## src/rtl/ecc_fix_pkg.sv

```systemverilog
package ecc_fix_pkg;
  typedef enum logic [1:0] {
    CLS_NONE = 2'b00,
    CLS_DATA = 2'b01,
    CLS_CODE = 2'b10,
    CLS_FAIL = 2'b11
  } ecc_class_e;
endpackage

```

## src/rtl/ecc_syndrome.sv

```systemverilog
module ecc_syndrome #(
  parameter int BYTE_W = 8,
  parameter int NBYTES = 3,
  localparam int CODE_W = BYTE_W * NBYTES
) (
  input  logic [CODE_W-1:0] code_a,
  input  logic [CODE_W-1:0] code_b,
  output logic [CODE_W-1:0] syn
);
  for (genvar i = 0; i < NBYTES; i++) begin : g_byte
    assign syn[i*BYTE_W +: BYTE_W] = code_a[i*BYTE_W +: BYTE_W] ^ code_b[i*BYTE_W +: BYTE_W];
  end
endmodule

```

## src/rtl/ecc_pair_check.sv

```systemverilog
module ecc_pair_check #(
  parameter int BYTE_W = 8,
  parameter int SKIP   = 0,
  localparam int PAIRS = BYTE_W / 2,
  localparam int USED  = PAIRS - SKIP
) (
  input  logic [BYTE_W-1:0] syn_byte,
  output logic              pairs_ok,
  output logic [USED-1:0]   odd_bits
);
  logic [USED-1:0] cmp;
  for (genvar k = SKIP; k < PAIRS; k++) begin : g_pair
    assign cmp[k-SKIP]      = syn_byte[2*k+1] ^ syn_byte[2*k];
    assign odd_bits[k-SKIP] = syn_byte[2*k+1];
  end
  assign pairs_ok = &cmp;
endmodule

```

## src/rtl/ecc_classify.sv

```systemverilog
module ecc_classify
  import ecc_fix_pkg::*;
#(
  parameter int BYTE_W = 8,
  localparam int CODE_W = 3 * BYTE_W,
  localparam int PAIRS  = BYTE_W / 2,
  localparam int IDX_W  = PAIRS - 1
) (
  input  logic [CODE_W-1:0] syn,
  output ecc_class_e        cls,
  output logic [BYTE_W-1:0] loc_byte,
  output logic [IDX_W-1:0]  loc_bit
);
  logic [2:0]       ok;
  logic [PAIRS-1:0] odd0, odd1;
  logic [IDX_W-1:0] odd2;

  ecc_pair_check #(.BYTE_W(BYTE_W), .SKIP(0)) u_p0 (
    .syn_byte(syn[0 +: BYTE_W]), .pairs_ok(ok[0]), .odd_bits(odd0));
  ecc_pair_check #(.BYTE_W(BYTE_W), .SKIP(0)) u_p1 (
    .syn_byte(syn[BYTE_W +: BYTE_W]), .pairs_ok(ok[1]), .odd_bits(odd1));
  ecc_pair_check #(.BYTE_W(BYTE_W), .SKIP(1)) u_p2 (
    .syn_byte(syn[2*BYTE_W +: BYTE_W]), .pairs_ok(ok[2]), .odd_bits(odd2));

  always_comb begin
    loc_byte = '0;
    loc_bit  = '0;
    if (syn == '0) begin
      cls = CLS_NONE;
    end else if (&ok) begin
      cls      = CLS_DATA;
      loc_byte = {odd0, odd1};
      loc_bit  = odd2;
    end else if ($countones(syn) == 1) begin
      cls = CLS_CODE;
    end else begin
      cls = CLS_FAIL;
    end
  end
endmodule

```

## src/rtl/ecc_syndrome_corrector.sv

```systemverilog
module ecc_syndrome_corrector
  import ecc_fix_pkg::*;
#(
  parameter int BYTE_W = 8,
  localparam int CODE_W = 3 * BYTE_W,
  localparam int IDX_W  = BYTE_W / 2 - 1
) (
  input  logic              clk,
  input  logic              rst,
  input  logic              start,
  input  logic [CODE_W-1:0] code_stored,
  input  logic [CODE_W-1:0] code_calc,
  output logic              res_valid,
  output logic [1:0]        res_class,
  output logic [BYTE_W-1:0] fix_byte,
  output logic [IDX_W-1:0]  fix_bit,
  output logic [CODE_W-1:0] code_fixed
);
  logic [CODE_W-1:0] syn;
  ecc_class_e        cls_c;
  logic [BYTE_W-1:0] byte_c;
  logic [IDX_W-1:0]  bit_c;

  ecc_syndrome #(.BYTE_W(BYTE_W), .NBYTES(3)) u_syn (
    .code_a(code_stored), .code_b(code_calc), .syn(syn));

  ecc_classify #(.BYTE_W(BYTE_W)) u_cls (
    .syn(syn), .cls(cls_c), .loc_byte(byte_c), .loc_bit(bit_c));

  always_ff @(posedge clk) begin
    if (rst) begin
      res_valid  <= 1'b0;
      res_class  <= 2'b00;
      fix_byte   <= '0;
      fix_bit    <= '0;
      code_fixed <= '0;
    end else begin
      res_valid <= start;
      if (start) begin
        res_class  <= cls_c;
        fix_byte   <= byte_c;
        fix_bit    <= bit_c;
        code_fixed <= code_calc;
      end
    end
  end

  AST_VALID_AFTER_START: assert property (@(posedge clk) disable iff (rst)
    start |=> res_valid);
  AST_NO_SPURIOUS_VALID: assert property (@(posedge clk) disable iff (rst)
    !start |=> !res_valid);
  AST_HOLD_BETWEEN: assert property (@(posedge clk) disable iff (rst)
    !res_valid |-> ($stable(res_class) && $stable(fix_byte) && $stable(code_fixed)));
  AST_NONE_MATCH: assert property (@(posedge clk) disable iff (rst)
    (res_valid && res_class == 2'b00) |-> (code_fixed == $past(code_stored)));
  AST_CODE_ONE_BIT: assert property (@(posedge clk) disable iff (rst)
    (res_valid && res_class == 2'b10) |-> ($countones(code_fixed ^ $past(code_stored)) == 1));
  AST_LOC_ZERO: assert property (@(posedge clk) disable iff (rst)
    (res_class != 2'b01) |-> (fix_byte == '0 && fix_bit == '0));
endmodule

```

## config.mk

```make
export PLATFORM = sky130hd
export DESIGN_NAME = ecc_syndrome_corrector
export DESIGN_NICKNAME = d
export VERILOG_FILES = /design/src/rtl/ecc_fix_pkg.sv /design/src/rtl/ecc_syndrome.sv /design/src/rtl/ecc_pair_check.sv /design/src/rtl/ecc_classify.sv /design/src/rtl/ecc_syndrome_corrector.sv
export SDC_FILE = /design/constraint.sdc
export NUM_CORES = 1
export LEC_CHECK = 0
export BUFFER_PORTS_ARGS = -buffer_cell sky130_fd_sc_hd__buf_2
export CAP_MARGIN = 40
export CORE_MARGIN = 1.5
export CORE_UTILIZATION = 45
export CTS_CLUSTER_SIZE = 40
export DETAILED_ROUTE_END_ITERATION = 8
export PLACE_DENSITY = 0.72
export SLEW_MARGIN = 20
export SYNTH_ARGS = -nofsm -noshare
export SYNTH_HDL_FRONTEND = slang
export SYNTH_SLANG_ARGS = --single-unit
```

## constraint.sdc

```tcl
create_clock -name clk -period 10.5 [get_ports clk]
set_clock_uncertainty 0.15 [all_clocks]
set_input_delay 1.575 -clock clk [delete_from_list [all_inputs] [get_ports clk]]
set_output_delay 1.575 -clock clk [all_outputs]
set_load 0.05 [all_outputs]
```

== After elaboration in Yosys (flattened, before gate mapping) ==
Index checks and enable logic that the tools add are counted.

* Word-level logic and storage cells: 52
* Register bits: 38
* Bits of input ports: 51
* Output and inout port bits: 38

* Add/sub/neg operators: 23
* Eq/ne operators: 1
* Multiplexer cells: 7
* Reduce and logical (&&, ||, !) cells: 2
* Bitwise gates (word level): 14

{| class="wikitable"
|+ Operators with widths
! kind !! number
|-
| $add A32 B32 Y32 || 11
|-
| $eq A32 B2 Y1 const B || 1
|-
| $add A1 B1 Y2 || 12
|-
| $logic_not A24 Y1 || 1
|-
| $xor A8 B8 Y8 || 3
|-
| $mux W8 || 2
|-
| $reduce_and A11 Y1 || 1
|-
| $xor A1 B1 Y1 || 11
|-
| $mux W3 || 2
|-
| $mux W2 || 2
|-
| $mux W1 || 1
|}

== Depth between registers and ports, before layout ==
* Depth after elaboration: 10
* Gate-level depth with buffers: 21
* Depth with buffers taken out: 21

== By module ==
From an unflattened synthesis, not the netlist that was laid out.

* Cells, all modules: 270
* Area total of the unflattened synthesis: 2553.7 sq um

{| class="wikitable"
|+ Modules (own cells, without submodules)
! module !! cells an instance !! area an instance (sq um) !! seq. area each (sq um) !! instances
|-
| ecc_syndrome_corrector || 121 || 1342.5 || 760.7 || 1
|-
| ecc_classify || 100 || 799.5 || 0.0 || 1
|-
| ecc_syndrome || 24 || 210.2 || 0.0 || 1
|-
| ecc_pair_check at u_cls.u_p0 ... || 9 || 71.3 || 0.0 || 2
|-
| ecc_pair_check at u_cls.u_p2 || 7 || 58.8 || 0.0 || 1
|}

== Worst setup path before layout ==
No wires, ideal clock.

* Path kind: input port to flip-flop
* From: in code_calc[9]
* To: reg res_class[0]
* Slack: 4.379 ns
* Path buffers: 0
* Required time: 10.226 ns
* Stages on the path: 17
* Arrival: 5.847 ns
* Library setup time: 0.124 ns
* Path through: xnor2_1 inv_1 ha_1 inv_1 fa_1 fa_1 fa_1 fa_1 fa_1 inv_1 ha_1 inv_1 fa_1 nor4bb_1 nand3b_1 nor3_1 o31ai_1

* Cells in the longest elaborated chain, start to end: 10
* Elaborated cells between the ends (all ways): 13
* Those cells by class: 5 x add/sub; 1 x eq/ne; 3 x mux; 2 x bitwise; 2 x reduce/logical

{| class="wikitable"
|+ RTL lines
! item !! line !! text
|-
| from (decl) || ecc_syndrome_corrector.sv:12 || <nowiki>input logic [CODE_W-1:0] code_calc,</nowiki>
|-
| $xor A8 B8 Y8 (*) || ecc_syndrome.sv:11 || <nowiki>assign syn[i*BYTE_W +: BYTE_W] = code_a[i*BYTE_W +: BYTE_W] ^ code_b[i*BYTE_W +: BYTE_W];</nowiki>
|-
| $add A1 B1 Y2 (implied by the code) || ecc_classify.sv:34 || <nowiki>end else if ($countones(syn) == 1) begin</nowiki>
|-
| $add A32 B32 Y32 (implied by the code) (4 in series) || ecc_classify.sv:34 ||
|-
| $eq A32 B2 Y1 || ecc_classify.sv:34 ||
|-
| $mux W1 || ecc_classify.sv:34 ||
|-
| $mux W2 || ecc_classify.sv:30 || <nowiki>end else if (&ok) begin</nowiki>
|-
| $mux W2 (*) || ecc_classify.sv:28 || <nowiki>if (syn == '0) begin</nowiki>
|-
| to (signal assigned) || ecc_syndrome_corrector.sv:40 || <nowiki>res_class <= cls_c;</nowiki>
|-
| to (decl) || ecc_syndrome_corrector.sv:14 || <nowiki>output logic [1:0] res_class,</nowiki>
|}

Every way passes the cells marked *; elsewhere a longest branch is shown, timed or not.
A chain may end at the register's enable or synchronous reset.

== Final worst setup path ==
Same ends and word-level chain as after synthesis.

==> flow_summary.json <==
{
  "status": "finished clean",
  "grt_max_degree": 51,
  "reg2reg_slack_ns": 9.45,
  "max_stage_delay_ns": 0.51,
  "drive_gt1_share_pct": 27.6,
  "synth_area_per_cell_um2": 9.56,
  "fin_crit_sh_pct": 59.1,
  "antenna_found_initial": 0,
  "postCtsSetupBuffers": 0,
  "vias": 2127,
  "clockBufferDepth": 2,
  "max_cap_violations": 0,
  "ant_nets": 0,
  "cp_cell_sequence": "buf_2, xnor2_1, inv_1, ha_1, inv_1, fa_1, fa_1, fa_1, fa_1, fa_1, inv_1, ha_1, inv_1, fa_1, nor4bb_1, nand3b_1, nor3_1, o31ai_1",
  "routed_wirelength_um": 5630,
  "ys_seq_area_share_pct": 27.6,
  "setup_violations": 0,
  "p_sw_mw": 0.335,
  "grt_pass1_wl_um": 9170,
  "finalHoldViolCount": 0,
  "min-delay-start": "code_fixed[1]$_SDFFE_PP0P_",
  "insertion_delay_ns": 0.29,
  "cts_buffers": 5,
  "clkTransAtPathRegs_ns": 0.07,
  "critPathLaunchType": "primary input",
  "n_antenna_cell": 0,
  "start_util_pct": 46.5,
  "core-area_um2": 5920,
  "fin_worst_hold_slack_ns": 0.341,
  "internal_power_mw": 0.436,
  "viasPerCell": 4.71,
  "worstHoldPathType": "reg -> reg",
  "netlist_area_um2": 2750,
  "cts_tree": "built",
  "finalNetCount": 479,
  "synth-seq-cells": 38,
  "grt_pass1_vias": 2140,
  "grt_overflow": 0,
  "fmax_mhz": 161,
  "seqPwrFrac_pct": 20.1,
  "final_cell_mix": "buf_2, inv_1, dfxtp_1",
  "yosysUniqueCellTypes": 30,
  "num_rows": 28,
  "slew_violations": 0,
  "portBuffers": 88,
  "die_area_um2": 6600,
  "cts.sinks": 38,
  "syn2layout_area_growth_pct": 22.4,
  "layout_min_cycle_time_ns": 6.20,
  "drc": 0,
  "place_congestion": 0.809,
  "tightestPinTransition_ns": 0.428,
  "critical_path_arrival_ns": 6.23,
  "power_frac_comb_pct": 66.3,
  "dr.pass1.iters": 4,
  "final_common_cell": "buf_2",
  "post_cts_resized": 0,
  "synthCells": 288,
  "cts_max_level": 2,
  "cts_root_buffer": "clkbuf_8",
  "r2r-start": "res_class[0]$_SDFFE_PP0P_",
  "p_leak_nw": 1.92,
  "cellPowerDensity_nw_per_um2": 229,
  "crit_start": "code_calc[9]",
  "setup_tns_ns": 0,
  "worst_setup_path_end_kind": "register",
  "hold_buffers": 0,
  "clkPwrFrac_pct": 13.6,
  "fp.dieH_um": 81.2,
  "track_usage_pct": 18.4,
  "syn_nets": 391,
  "rsz0062_at_grt": "no",
  "n_fill_cell": 553,
  "drtIter0Drc": 60,
  "avgRoutedWirePerCell_um": 12.4,
  "ir_drop_v": 0.000150,
  "worstSetupPathType": "in -> reg",
  "critPathMaxFanout": 3,
  "num_io_pins": 89,
  "crit_path_frequent_cell": "fa_1",
  "crit_slowest_cell": "fa_1",
  "hpwl_um": 4650,
  "slew_headroom_pct": 71.3,
  "cp.required_ns": 10.53,
  "synth_warnings": 0,
  "p_sw_share_pct": 43.5,
  "die_w_um": 81.2
}
-- cells in the mapped netlist, drive strengths merged --
master  number  area [um^2]
buf          8         51.3
a31oi        1         6.26
dfxtp       38          761
fa          19          380
nand3b       1         7.51
xnor2       15          131
o22ai        1         6.26
mux2i       24          240
nor2b        3         18.8
a21o        11         83.8
ha          33          413
nand4        5         37.5
nor4bb       1         10.0
nor3         2         10.0
nor3b       11         82.6
or3b         1         8.76
nand2        1         3.75
inv         62          233
nor2        36          135
nand3        1         5.00
o31ai        2         28.8
nor4         1         12.5
clkbuf       2         7.51
xor2         9         78.8
-- flip-flops by register name (all words and copies together) (netlist names) --
signal,cells
code_fixed,24
fix_bit,3
fix_byte,8
res_class,2
res_valid,1
-- final timing paths --
check                                                  end  depth (start not counted)
worst max register to register   res_class[0]$_SDFFE_PP0P_                          2
worst min-delay path            code_fixed[1]$_SDFFE_PP0P_                          2
worst max-delay path             res_class[0]$_SDFFE_PP0P_                         18
worst min register to register  code_fixed[1]$_SDFFE_PP0P_                          2
-- critical path, delay by kind of cell --
kind | cells | cell delay (ns)
fa+ha+maj | 8 | 3.40
xor+xnor | 1 | 0.28
compound gates | 1 | 0.08
simple gates | 3 | 0.51
buf+inv | 5 | 0.38
-- power by group through the flow --
stage	Clock [mW]	Sequential (mW)	Combinational (mW)
floorplan	0	0.185	0.379
global placement	0	0.158	0.492
detailed placement	0	0.158	0.512
CTS	0.109	0.155	0.520
global route	0.115	0.156	0.620
finish	0.105	0.155	0.511
-- logic make-up after synthesis --
kind of cell	Yosys count	synth area share [%]
mux	24	8.73
flops	38	27.6
compound gates	15	4.55
xor+xnor	24	7.64
buf+inv	72	10.6
fa+ha+maj	52	28.8
simple gates	63	12.0
-- per-stage QoR --
step / worst slack, ns / cell area (um^2) / std cells / power (mW) / utilization, %
floorplan: 4.38 / 2750 / 288 / 0.564 / -
global placement: 4.05 / 3230 / 441 / 0.650 / 54.5
detailed placement: 3.94 / 3250 / 443 / 0.670 / 54.9
CTS: 4.24 / 3350 / 451 / 0.784 / 56.6
global route: 4.03 / 3370 / 452 / 0.890 / 56.9
finish: 4.30 / 3370 / 452 / 0.771 / 56.9
-- routing by layer --
layer  up-vias  track usage, %  share of wire, %  wire length [um]
met4         0            4.66               1.0                57
li1       1068               -                 -                 -
met1       985            22.3                45              2540
met2        70            31.1                47              2660
met3         4            6.18               6.5               363
met5         -               0                 0                 0
-- cell type report --
type | count | area (um^2) | area share, %
multi-input combinational | 178 | 1700 | 50.5
sequential | 38 | 761 | 22.6
tap | 75 | 93.8 | 2.79
clock inverter | 2 | 12.5 | 0.371
clock buffer | 6 | 82.6 | 2.45
timing repair buffer | 91 | 485 | 14.4
inverter | 62 | 233 | 6.91
No activity file was read; power rests on OpenSTA's default activity.
